## src/rtl/dm_pkg.sv

```systemverilog
package dm_pkg;
  localparam int NCH = 6;
  localparam logic [7:0] CTRL_RST = 8'h3F;

  typedef struct packed {
    logic           zc_off;     // bit 7: apply changes without waiting for a crossing
    logic           zmute_off;  // bit 6: zero runs never mute
    logic [NCH-1:0] mute;       // bits 5..0: manual mute, channel 1 in bit 0
  } ctrl_t;
endpackage

```

## src/rtl/dm_ctrl_reg.sv

```systemverilog
module dm_ctrl_reg
  import dm_pkg::*;
(
  input  logic       clk_i,
  input  logic       rst_ni,
  input  logic       we_i,
  input  logic [7:0] wdata_i,
  output ctrl_t      ctrl_o
);
  ctrl_t ctrl_q;

  always_ff @(posedge clk_i or negedge rst_ni) begin
    if (!rst_ni)   ctrl_q <= ctrl_t'(CTRL_RST);
    else if (we_i) ctrl_q <= ctrl_t'(wdata_i);
  end

  assign ctrl_o = ctrl_q;

  AST_CTRL_HOLD: assert property (@(posedge clk_i) disable iff (!rst_ni)
    !we_i |=> $stable(ctrl_q));
endmodule

```

## src/rtl/dm_zero_run.sv

```systemverilog
module dm_zero_run #(
  parameter int ZRUN = 512
) (
  input  logic clk_i,
  input  logic rst_ni,
  input  logic valid_i,
  input  logic is_zero_i,
  input  logic off_i,
  output logic auto_q_o,
  output logic auto_d_o
);
  localparam int RW = $clog2(ZRUN + 1);
  localparam logic [RW-1:0] RMAX = RW'(ZRUN);

  logic [RW-1:0] run_q, run_d;

  always_comb begin
    run_d = run_q;
    if (valid_i) begin
      if (!is_zero_i)        run_d = '0;
      else if (run_q != RMAX) run_d = run_q + 1'b1;
    end
  end

  always_ff @(posedge clk_i or negedge rst_ni) begin
    if (!rst_ni) run_q <= '0;
    else         run_q <= run_d;
  end

  assign auto_q_o = (run_q == RMAX) & ~off_i;
  assign auto_d_o = (run_d == RMAX) & ~off_i;

  AST_RUN_SAT: assert property (@(posedge clk_i) disable iff (!rst_ni)
    run_q <= RMAX);
  AST_RUN_RELEASE: assert property (@(posedge clk_i) disable iff (!rst_ni)
    valid_i && !is_zero_i |=> !auto_q_o);
endmodule

```

## src/rtl/dm_chan.sv

```systemverilog
module dm_chan #(
  parameter int SMP_W = 16,
  parameter int ZRUN  = 512,
  parameter int TMO   = 1024
) (
  input  logic             clk_i,
  input  logic             rst_ni,
  input  logic             valid_i,
  input  logic [SMP_W-1:0] data_i,
  input  logic             mute_req_i,
  input  logic             zc_off_i,
  input  logic             zmute_off_i,
  input  logic             vol_req_i,
  output logic [SMP_W-1:0] data_o,
  output logic             mute_o,
  output logic             vol_apply_o
);
  localparam int WW = $clog2(TMO);
  localparam logic [WW-1:0] WLAST = WW'(TMO - 1);

  logic             mute_app_q, mute_app_d;
  logic             vol_pend_q;
  logic             prev_sgn_q;
  logic [WW-1:0]    wait_q;
  logic             is_zero, sgn, zc, tmo, go, pending;
  logic             auto_q, auto_d;

  assign is_zero = (data_i == '0);
  assign sgn     = data_i[SMP_W-1];
  assign zc      = is_zero | (sgn != prev_sgn_q);
  assign tmo     = (wait_q == WLAST);
  assign pending = (mute_req_i != mute_app_q) | vol_pend_q;
  assign go      = valid_i & (zc_off_i | zc | tmo);
  assign mute_app_d = go ? mute_req_i : mute_app_q;

  dm_zero_run #(.ZRUN(ZRUN)) u_run (
    .clk_i     (clk_i),
    .rst_ni    (rst_ni),
    .valid_i   (valid_i),
    .is_zero_i (is_zero),
    .off_i     (zmute_off_i),
    .auto_q_o  (auto_q),
    .auto_d_o  (auto_d)
  );

  always_ff @(posedge clk_i or negedge rst_ni) begin
    if (!rst_ni) begin
      mute_app_q  <= 1'b1;
      vol_pend_q  <= 1'b0;
      prev_sgn_q  <= 1'b0;
      wait_q      <= '0;
      data_o      <= '0;
      vol_apply_o <= 1'b0;
    end else begin
      mute_app_q  <= mute_app_d;
      vol_pend_q  <= (vol_pend_q & ~go) | vol_req_i;
      vol_apply_o <= go & vol_pend_q;
      if (valid_i) begin
        prev_sgn_q <= sgn;
        wait_q     <= (pending && !go) ? wait_q + 1'b1 : '0;
        data_o     <= (mute_app_d | auto_d) ? '0 : data_i;
      end
    end
  end

  assign mute_o = mute_app_q | auto_q;

  AST_MUTED_ZERO: assert property (@(posedge clk_i) disable iff (!rst_ni)
    valid_i && mute_req_i && zc_off_i |=> data_o == '0);
  AST_ZC_OFF_NOW: assert property (@(posedge clk_i) disable iff (!rst_ni)
    valid_i && zc_off_i |=> mute_app_q == $past(mute_req_i));
  AST_HOLD_NO_CROSS: assert property (@(posedge clk_i) disable iff (!rst_ni)
    valid_i && !zc_off_i && !is_zero && sgn == prev_sgn_q && !tmo
    |=> $stable(mute_app_q));
  AST_VOL_FROM_PEND: assert property (@(posedge clk_i) disable iff (!rst_ni)
    vol_apply_o |-> $past(vol_pend_q) && $past(valid_i));
  AST_WAIT_WRAP: assert property (@(posedge clk_i) disable iff (!rst_ni)
    valid_i && tmo |=> wait_q == '0);
endmodule

```

## src/rtl/dac_mute_ctrl.sv

```systemverilog
module dac_mute_ctrl
  import dm_pkg::*;
#(
  parameter int SMP_W = 16,
  parameter int ZRUN  = 512,
  parameter int TMO   = 1024
) (
  input  logic                 clk_i,
  input  logic                 rst_ni,
  input  logic                 cfg_we_i,
  input  logic [7:0]           cfg_wdata_i,
  input  logic                 smp_valid_i,
  input  logic [NCH*SMP_W-1:0] smp_data_i,
  input  logic [NCH-1:0]       vol_req_i,
  output logic                 smp_valid_o,
  output logic [NCH*SMP_W-1:0] smp_data_o,
  output logic [NCH-1:0]       mute_o,
  output logic [NCH-1:0]       vol_apply_o
);
  ctrl_t ctrl;

  dm_ctrl_reg u_ctrl (
    .clk_i   (clk_i),
    .rst_ni  (rst_ni),
    .we_i    (cfg_we_i),
    .wdata_i (cfg_wdata_i),
    .ctrl_o  (ctrl)
  );

  for (genvar g = 0; g < NCH; g++) begin : g_ch
    dm_chan #(.SMP_W(SMP_W), .ZRUN(ZRUN), .TMO(TMO)) u_ch (
      .clk_i       (clk_i),
      .rst_ni      (rst_ni),
      .valid_i     (smp_valid_i),
      .data_i      (smp_data_i[g*SMP_W +: SMP_W]),
      .mute_req_i  (ctrl.mute[g]),
      .zc_off_i    (ctrl.zc_off),
      .zmute_off_i (ctrl.zmute_off),
      .vol_req_i   (vol_req_i[g]),
      .data_o      (smp_data_o[g*SMP_W +: SMP_W]),
      .mute_o      (mute_o[g]),
      .vol_apply_o (vol_apply_o[g])
    );
  end

  always_ff @(posedge clk_i or negedge rst_ni) begin
    if (!rst_ni) smp_valid_o <= 1'b0;
    else         smp_valid_o <= smp_valid_i;
  end

  AST_APPLY_WITH_SAMPLE: assert property (@(posedge clk_i) disable iff (!rst_ni)
    |vol_apply_o |-> smp_valid_o);
endmodule

```

## config.mk

```make
export PLATFORM = sky130hd
export DESIGN_NAME = dac_mute_ctrl
export DESIGN_NICKNAME = d
export VERILOG_FILES = /design/src/rtl/dm_pkg.sv /design/src/rtl/dm_ctrl_reg.sv /design/src/rtl/dm_zero_run.sv /design/src/rtl/dm_chan.sv /design/src/rtl/dac_mute_ctrl.sv
export SDC_FILE = /design/constraint.sdc
export NUM_CORES = 1
export LEC_CHECK = 0
export BUFFER_PORTS_ARGS = -buffer_cell sky130_fd_sc_hd__buf_2
export CORE_ASPECT_RATIO = 0.6
export CORE_UTILIZATION = 56
export DETAILED_ROUTE_END_ITERATION = 8
export GPL_TIMING_DRIVEN = 1
export PLACE_DENSITY = 0.8
export SLEW_MARGIN = 30
export SYNTH_ARGS = -nofsm -noshare
export SYNTH_HDL_FRONTEND = slang
export SYNTH_SLANG_ARGS = --single-unit
```

## constraint.sdc

```tcl
create_clock -name clk_i -period 2.4 [get_ports clk_i]
set_clock_uncertainty 0.05 [all_clocks]
set_input_delay 0.48 -clock clk_i [delete_from_list [all_inputs] [get_ports clk_i]]
set_output_delay 0.48 -clock clk_i [all_outputs]
set_load 0.005 [all_outputs]
```

## After elaboration in Yosys (flattened, before gate mapping)

Cells that the tools add are included.

| word-level totals | value |
|---|---|
| register bits | 249 |
| bits in latches | 0 |
| memory bits (writable) | 0 |
| ROM bits | 0 |
| output and inout bits | 109 |
| logic and storage cells | 227 |
| memories kept | 0 |

| cells by class | value |
|---|---|
| add/sub/neg operators | 12 |
| $mul | 0 |
| divide/modulo/power cells | 0 |
| magnitude comparators | 0 |
| equality and inequality tests | 36 |
| shifts and indexed selects | 0 |
| mux-type cells | 36 |
| bitwise operators | 79 |
| reductions and logical operators | 18 |

Operator list:

| operator | number |
|---|---|
| $mux 10 | 24 |
| $eq 10x10->1 const B | 18 |
| $add 10x1->10 const B | 12 |
| $logic_not 16->1 | 6 |
| $mux 16 | 6 |
| $ne 10x10->1 const B | 6 |
| $or 1x1->1 | 42 |
| $and 1x1->1 | 30 |
| $ne 1x1->1 | 12 |
| $not 1->1 | 7 |
| $logic_and 1x1->1 | 6 |
| $logic_not 1->1 | 6 |
| $mux 1 | 6 |

## Longest topological paths before layout

Gate-level depths: netlist of the first run.

| depth | value |
|---|---|
| word-level depth | 8 |
| mapped depth | 7 |

## By module

Synthesis of the first run repeated with hierarchy kept, for this count alone.

| second synthesis, totals | value |
|---|---|
| cell total of the unflattened synthesis | 1729 |
| area, all modules | 15912.8 um2 |

Modules (own cells, without submodules):

| module | instances | cells each | area an instance (um2) | sequential area each (um2) |
|---|---|---|---|---|
| dm_chan | 6 | 190 | 1786.7 | 752.0 |
| dm_zero_run at g_ch[1].u_ch.u_run ... | 5 | 94 | 794.5 | 250.2 |
| dm_zero_run at g_ch[0].u_ch.u_run | 1 | 101 | 855.8 | 250.2 |
| dm_ctrl_reg | 1 | 17 | 339.1 | 207.7 |
| dac_mute_ctrl | 1 | 1 | 25.0 | 25.0 |

## Worst setup path after synthesis of the first run

No wires, ideal clock.

| path | value |
|---|---|
| path type | reg-to-reg |
| start | register g_ch[5].u_ch.wait_q[0] |
| end | register g_ch[5].u_ch.data_o[10] |
| library setup time | 0.066 ns |
| data arrival time | 1.901 ns |
| required time | 2.284 ns |
| setup slack | 0.383 ns |
| stages on the path, launching flop included | 8 |
| cells stage by stage | dfrtp_1 > ha_1 > nand3_2 > or3_1 > nand3_2 > mux2i_2 > buf_2 > a31o_1 |

| between the ends | value |
|---|---|
| longest elaborated chain between the ends | 6 |

Ends and longest elaborated chain:

| what | line | text |
|---|---|---|
| start, declared | dm_chan.sv:24 | `logic [WW-1:0] wait_q;` |
| start signal, assigned | dm_chan.sv:60 | `wait_q <= (pending && !go) ? wait_q + 1'b1 : '0;` |
| $eq 10x10->1 | dm_chan.sv:31 | `assign tmo = (wait_q == WLAST);` |
| $or 1x1->1 | dm_chan.sv:33 | `assign go = valid_i & (zc_off_i \| zc \| tmo);` |
| $and 1x1->1 | dm_chan.sv:33 |  |
| $mux 1 | dm_chan.sv:34 | `assign mute_app_d = go ? mute_req_i : mute_app_q;` |
| $or 1x1->1 | dm_chan.sv:61 | `data_o <= (mute_app_d \| auto_d) ? '0 : data_i;` |
| $mux 16 | dm_chan.sv:61 |  |
| end signal, assigned | dm_chan.sv:61 |  |
| end, declared | dm_chan.sv:14 | `output logic [SMP_W-1:0] data_o,` |

Every way passes these cells.
A chain may end at the register's enable or synchronous reset.

## Final worst setup path of the first run

| path | value |
|---|---|
| start | register g_ch[2].u_ch.u_run.run_q[4] |
| end | output mute_o[2] |

| between the ends | value |
|---|---|
| longest elaborated chain between the ends | 3 |

Ends and longest elaborated chain:

| what | line | text |
|---|---|---|
| start, declared | dm_zero_run.sv:15 | `logic [RW-1:0] run_q, run_d;` |
| start signal, assigned | dm_zero_run.sv:27 | `else run_q <= run_d;` |
| $eq 10x10->1 | dm_zero_run.sv:30 | `assign auto_q_o = (run_q == RMAX) & ~off_i;` |
| $and 1x1->1 | dm_zero_run.sv:30 |  |
| $or 1x1->1 | dm_chan.sv:66 | `assign mute_o = mute_app_q \| auto_q;` |
| end, declared | dac_mute_ctrl.sv:17 | `output logic [NCH-1:0] mute_o,` |

Every way passes these cells.

==> run_results.csv, run 1 <==
group,metric,value,unit
timing,drv_slew,0,
power,p_leak,0.006755,µW
placement,place.gp.congestion,0.8485,
route,antenna_left,0,
final_layout,n_antenna_cell,0,
setup_path,critical_path.max_stage_delay,0.45,ns
setup_path,start_kind,"register",
setup_path,crit_buf_inv,1,
outcome,violations,"DRC",
yosys,synth.net_count,1317,
placement,place_hpwl,21.08,mm
power,finalPower,10190,µW
final_layout,nets,1535,
min_path,hp-class,"in2reg",
final_layout,final_core_util,0.6934,
yosys,synth-main-ff-cell,"dfrtp_1",
route,wl_per_cell,17.72,µm
setup_path,crit_type,"reg2out",
min_path,worstHoldPathCells,2,
placement,numPortBuffers,222,
die,die_h,116.6,µm
setup_path,r2r_setup_slack,0.26,ns
route,drt_iter0_drc,721,
placement,dp_worst_setup_slack,0.07051,ns
setup_path,cp_cell_sequence,"nor4_4 > nand4_1 > o21bai_1 > buf_2",
clock_network,cts_tree,"done",
setup_path,worstPathRequired,1.87,ns
global_route,grt_first_pass_wirelength,49.52,mm
timing,fin_crit_sh,0.9903,
setup_path,reg2reg_to,"g_ch[5].u_ch.data_o[5]$_DFFE_PN0P_",
die,dieArea,22520,µm²
clock_network,clock_latency,0.52,ns
global_route,grt_max_degree,80,
clock_network,clkSinkCount,249,
timing,maxSlewHeadroom,0.6281,
die,coreArea,21240,µm²
setup_path,crit_fanout,5,
yosys,postSynthCellCount,1185,
yosys,synth_edf_count,0,
timing,fmax,420.7,MHz
setup_path,reg2regPathDepth,7,
yosys,synthTopCellsByCount,"dfrtp_1 (237), nor2b_1 (106), a31o_1 (84), nand2_1 (80), nor2_1 (71)",
timing,fin_crit,2.377,ns
yosys,synth_top_area_frac,0.4836,
power,irDropWorstVdd,0.4886,mV
clock_network,cts_buffer_depth,3,
yosys,avgSynthCellArea,10.35,µm²
yosys,ys_types,56,
route,firstDrtPassIters,7,
setup_path,slowest_stage,"dfrtp_1",
timing,rsz0062_at_grt,"yes",
final_layout,drive_gt1_frac,0.2627,
yosys,synth_area_leaders,"dfrtp_1 (48%), a31o_1 (6.0%), nor2b_1 (5.4%)",
yosys,yosysTopAreaCell,"dfrtp_1",
setup_path,path_delay_family,"simple AND/OR/NAND/NOR gates",
global_route,grt.total_usage,0.2746,
timing,worst_slew_pin_slew,0.5578,ns
route,routed-via-count,10070,
min_path,min_from,"vol_req_i[0]",
yosys,synth_warnings,0,
yosys,ys_ff_latch,249,
setup_path,endpoint_kind,"output port",
yosys,ys_seq_area_frac,0.5093,
min_path,hold_end,"g_ch[0].u_ch.vol_pend_q$_DFF_PN0_",
yosys,yosysMostFrequentCell,"dfrtp_1",
setup_path,critPathArrivalTime,1.85,ns
outcome,status,"finished with violations",
clock_network,cts.reportedPaths.clkPinSlew,0.07,ns
clock_network,cts_max_level,1,
global_route,overflow,0,
clock_network,cts_root_buf,"clkbuf_16",
route,drc,10,
die,die_x,193.1,µm
route,vias_per_cell,5.925,
die,ioPinCount,223,
global_route,grt_pass1_vias,9754,
final_layout,area_growth,20.07,%
timing,finalWorstSetupSlack,0.02321,ns
power,power.density,692.2,nW/µm²
yosys,synthArstFlopShare,1.000,
global_route,antenna_found_initial,0,
clock_network,cts_inserted_buffers,23,
setup_path,r2r-start,"g_ch[5].u_ch.wait_q[0]$_DFFE_PN0P_",
route,drt_wl_total,30.10,mm
die,initial_core_util,0.5775,
flow_run,cap_violations,0,
timing,hold_viol_final,0,
yosys,netlist_area,12260,µm²
timing,finalSetupViolCount,0,
die,row_count,41,
-- sequential cells by signal (all words and copies together) (netlist names) --
| name | count |
|---|---|
| u_ctrl.ctrl_o | 8 |
| g_ch.u_ch.vol_apply_o | 6 |
| g_ch.u_ch.data_o | 96 |
| g_ch.u_ch.prev_sgn_q | 6 |
| g_ch.u_ch.mute_app_q | 6 |
| g_ch.u_ch.u_run.run_q | 60 |
| g_ch.u_ch.vol_pend_q | 6 |
| g_ch.u_ch.wait_q | 60 |
| smp_valid_o | 1 |
-- where the power goes --
group,internal (µW),switching [µW]
Combinational,748,803
Clock,2310,1590
Sequential,4540,208
Total,7600,2600
-- cell families after synthesis --
logic type / share of synthesized area
AOI/OAI and AO/OA: 0.1716
xor gates and xnor gates: 0.02785
adders and majority gates: 0.01836
buffers and inverters: 0.03510
DFF: 0.5093
muxes: 0.03459
and+or+nand+nor: 0.2032
-- layout by cell type (no fill, tap or decap), types with 20 or more instances in the layout --
| cell | instances |
|---|---|
| dfrtp_1 | 234 |
| buf_2 | 220 |
| nor2b_1 | 106 |
| a31o_1 | 84 |
| nand2_1 | 80 |
| nor2_1 | 71 |
| o21ai_0 | 50 |
| nor4_1 | 35 |
| nand4_1 | 35 |
| nor3_1 | 32 |
| buf_4 | 31 |
| nand3_1 | 28 |
| a21oi_1 | 28 |
| xor2_1 | 26 |
| inv_1 | 24 |
| mux2_2 | 24 |
| clkbuf_16 | 23 |
| o2bb2ai_1 | 22 |
| o21ai_1 | 20 |
-- routing by layer --
| metal | wire, µm | part of all wire | track usage |
|---|---|---|---|
| met1 | 13920 | 0.46 | 0.3894 |
| met2 | 13510 | 0.45 | 0.4348 |
| met5 | 0 | 0 | 0 |
| met4 | 817 | 0.027 | 0.07813 |
| met3 | 1852 | 0.062 | 0.05078 |
-- what timing repair did --
item	CTS	global route
setup endpoints to repair	4	6
setup buffers	2	2
endpoints found under the hold margin	48	0
hold buffers	1	0
pin swaps	3	5
gates resized for setup	7	6
-- worst max path at each step --
| stage | start | end | slack (ns) | cells after the start |
|---|---|---|---|---|
| finish | g_ch[2].u_ch.u_run.run_q[4]$_DFF_PN0_ | mute_o[2] | 0.02 | 4 |
| floorplan | g_ch[5].u_ch.wait_q[0]$_DFFE_PN0P_ | g_ch[5].u_ch.data_o[10]$_DFFE_PN0P_ | 0.38 | 7 |
| global route | g_ch[1].u_ch.u_run.run_q[6]$_DFF_PN0_ | mute_o[1] | -0.07 | 4 |
| global placement | smp_data_i[42] | g_ch[2].u_ch.u_run.run_q[8]$_DFF_PN0_ | 0.13 | 7 |
| detailed placement | smp_data_i[25] | g_ch[1].u_ch.u_run.run_q[8]$_DFF_PN0_ | 0.07 | 6 |
| CTS | g_ch[3].u_ch.u_run.run_q[5]$_DFF_PN0_ | mute_o[3] | 0.009 | 4 |
-- area by class of cell --
cell class | instances | area (µm²)
Fill cell | 1581 | 6513
Sequential cell | 249 | 6250
Multi-Input combinational cell | 840 | 5655
Timing Repair Buffer | 264 | 1573
Clock buffer | 35 | 690.7
Tap cell | 279 | 349.1
Clock inverter | 7 | 113.9
Inverter | 25 | 93.84
-- stage by stage --
stage / setup TNS, ns / instances / hold slack (ns) / instance area (µm²)
after global placement: 0 / 1652 / 0.4018 / 13810
final: 0 / 1699 / 0.09181 / 14730
after floorplan: 0 / 1185 / 0.1344 / 12260
after detailed placement: 0 / 1652 / 0.3969 / 13810
after CTS: 0 / 1697 / 0.07985 / 14680
after global routing: -0.1321 / 1699 / 0.09408 / 14730
Note: power is estimated with default switching activity, not from simulation.
==> run 2, diff against run 1 <==
--- a/config.mk
+++ b/config.mk
@@ -7,10 +7,10 @@
 export LEC_CHECK = 0
 export BUFFER_PORTS_ARGS = -buffer_cell sky130_fd_sc_hd__buf_2
 export CORE_ASPECT_RATIO = 0.6
-export CORE_UTILIZATION = 56
+export CORE_UTILIZATION = 61
 export DETAILED_ROUTE_END_ITERATION = 8
 export GPL_TIMING_DRIVEN = 1
-export PLACE_DENSITY = 0.8
+export PLACE_DENSITY = 0.86
 export SLEW_MARGIN = 30
 export SYNTH_ARGS = -nofsm -noshare
 export SYNTH_HDL_FRONTEND = slang
==> constraint.sdc (replaced) <==
create_clock -name clk_i -period 2.9 [get_ports clk_i]
set_clock_uncertainty 0.05 [all_clocks]
set_input_delay 0.58 -clock clk_i [delete_from_list [all_inputs] [get_ports clk_i]]
set_output_delay 0.58 -clock clk_i [all_outputs]
set_load 0.005 [all_outputs]
==> run 2 against run 1 <==
The flow now finishes without violations. First-iteration DRC count increased by 16%. Register-to-register slack improved by 0.23 ns. Cell area decreased by 2.0%. Global-route usage increased by 1.6 points. Sequential share of layout area increased by 0.86 points. Sequential power decreased by 17%. Worst setup slack improved by 0.21 ns. Critical path type unchanged. Largest cell class unchanged.
==> run_results.csv, run 2 (same netlist as run 1, synthesis figures left out) <==
group,metric,value,unit
outcome,status,"complete, no violations",
setup_path,crit_fanout,6,
setup_path,r2r_setup_slack,0.49,ns
die,ioPinCount,223,
setup_path,critPathArrivalTime,2.04,ns
placement,place.gp.congestion,0.8882,
timing,worst_slew_pin_slew,0.9903,ns
die,die_x,185.1,µm
power,power_switching,2137,µW
clock_network,cts_buffer_depth,3,
power,irDropWorstVdd,0.4169,mV
placement,numPortBuffers,222,
timing,rsz0062_at_grt,"no",
global_route,grt_first_pass_wirelength,48.37,mm
global_route,grt_max_degree,94,
final_layout,layout_common_cells,"dfrtp_1 (237), buf_2 (220), nor2b_1 (106), a31o_1 (84), nand2_1 (80)",
power,power.density,579.0,nW/µm²
power,p_clk_frac,0.382,
clock_network,cts_root_buf,"clkbuf_16",
power,pwr-share-comb,0.148,
setup_path,start_kind,"register",
global_route,grt_pass1_vias,9603,
setup_path,endpoint_kind,"output port",
timing,fin_crit,2.667,ns
timing,finalSetupViolCount,0,
clock_network,cts_tree,"done",
route,drt_wl_total,29.83,mm
placement,place_hpwl,20.55,mm
global_route,antenna_found_initial,0,
die,dieArea,20690,µm²
final_layout,fill_cells,1326,
final_layout,largestRegisters,"g_ch.u_ch.data_o x96, g_ch.u_ch.u_run.run_q x60, g_ch.u_ch.wait_q x60",
final_layout,nets,1519,
route,drc,0,
die,coreArea,19370,µm²
power,p_leak,0.006616,µW
route,antenna_left,0,
clock_network,cts.reportedPaths.clkPinSlew,0.07,ns
timing,setup-tns-final,0,ns
clock_network,cts_max_level,1,
timing,maxSlewHeadroom,0.3392,
route,routed-via-count,10090,
timing,fin_crit_sh,0.9195,
final_layout,multiInputGateArea,5588,µm²
global_route,overflow,0,
clock_network,clkSinkCount,249,
power,swShare,0.2559,
die,die_h,111.8,µm
flow_run,cap_violations,0,
clock_network,cts_resized,0,
timing,hold_viol_final,0,
timing,fmax,375.0,MHz
final_layout,largest_reg_flops,96,
final_layout,area_growth,17.62,%
setup_path,path_delay_family,"simple AND/OR/NAND/NOR gates",
route,firstDrtPassIters,6,
setup_path,crit_buf_inv,1,
final_layout,regArea,6246,µm²
setup_path,worstPathRequired,2.27,ns
route,wl_per_cell,17.87,µm
timing,drv_slew,0,
final_layout,drive_gt1_frac,0.2466,
final_layout,top_register,"g_ch.u_ch.data_o",
die,initial_core_util,0.6331,
final_layout,design_area,14430,µm²
final_layout,n_antenna_cell,0,
setup_path,slowest_stage,"dfrtp_1",
global_route,grt.total_usage,0.2904,
final_layout,layout_commonest_cell,"dfrtp_1",
power,power.share.sequential,0.470,
setup_path,crit_type,"reg2out",
placement,placed_cell_area,13630,µm²
setup_path,critical_path.max_stage_delay,0.43,ns
die,row_count,39,
setup_path,cp_cell_sequence,"nor4_1 > nand4_1 > o21bai_1 > buf_2",
clock_network,clock_latency,0.52,ns
min_path,hp-class,"in2reg",
power,p_int,6215,µW
route,drt_iter0_drc,838,
clock_network,cts_inserted_buffers,23,
route,vias_per_cell,6.047,
run 2: changes by cell type in the layout (fill, tap and decap cells not counted), moves of 3 or more:
cell,change
buf_12,-6
buf_4,-10
nor4_1,+6
nor4_4,-3
dfrtp_1,+3
nor4_2,-3
dfrtp_2,-3
run 2: cell type report:
type / instances / area share
clock buffers: 34 / 0.04693
clock inverters: 7 / 0.007633
inverters: 25 / 0.006505
multi-input cells: 840 / 0.3874
flip-flops and latches: 249 / 0.4330
well taps: 266 / 0.02307
repair buffers: 248 / 0.09550
run 2: timing repair:
item	4_1_cts	5_1_grt
hold buffers	1	0
setup buffers	0	0
endpoints found under the hold margin	58	0
run 2: power by group through the flow:
stage	combinational, µW	sequential, µW	clock [µW]
after floorplan	682	3970	0
after global placement	1190	3970	0
after detailed placement	1230	3980	0
after CTS	1240	3920	3240
after global routing	1350	3950	3360
final	1230	3930	3190
run 2: worst paths after layout:
check / start / to / cells past startpoint
max in group asynchronous: rst_ni / g_ch[3].u_ch.mute_app_q$_DFF_PN1_ / 3
worst min-delay path: vol_req_i[5] / g_ch[5].u_ch.vol_pend_q$_DFF_PN0_ / 2
min in group asynchronous: rst_ni / g_ch[3].u_ch.data_o[0]$_DFFE_PN0P_ / 2
worst max register to register: g_ch[4].u_ch.wait_q[0]$_DFFE_PN0P_ / g_ch[4].u_ch.wait_q[3]$_DFFE_PN0P_ / 6
worst min register to register: g_ch[0].u_ch.vol_pend_q$_DFF_PN0_ / g_ch[0].u_ch.vol_pend_q$_DFF_PN0_ / 1
worst max-delay path: g_ch[1].u_ch.u_run.run_q[4]$_DFF_PN0_ / mute_o[1] / 4
run 2: through the flow:
| stage | power (µW) | setup WS [ns] | utilization | hold WS (ns) | std cells |
|---|---|---|---|---|---|
| 3_5_place_dp | 5207 | 0.1814 | 0.7035 | 0.4286 | 1627 |
| 3_3_place_gp | 5159 | 0.1444 | 0.7035 | 0.4212 | 1627 |
| 6_report | 8351 | 0.2335 | 0.7446 | 0.1991 | 1669 |
| 5_1_grt | 8670 | 0.1860 | 0.7446 | 0.1880 | 1669 |
| 2_1_floorplan | 4653 | 0.8130 | - | 0.2344 | 1185 |
| 4_1_cts | 8405 | 0.2414 | 0.7446 | 0.1869 | 1669 |
run 2: layer usage:
layer,track usage,up-vias,wire length (µm)
met5,0,-,0
met4,0.07713,0,736
met3,0.05463,54,2192
met2,0.4627,360,13620
met1,0.4102,4932,13280
li1,-,4746,-
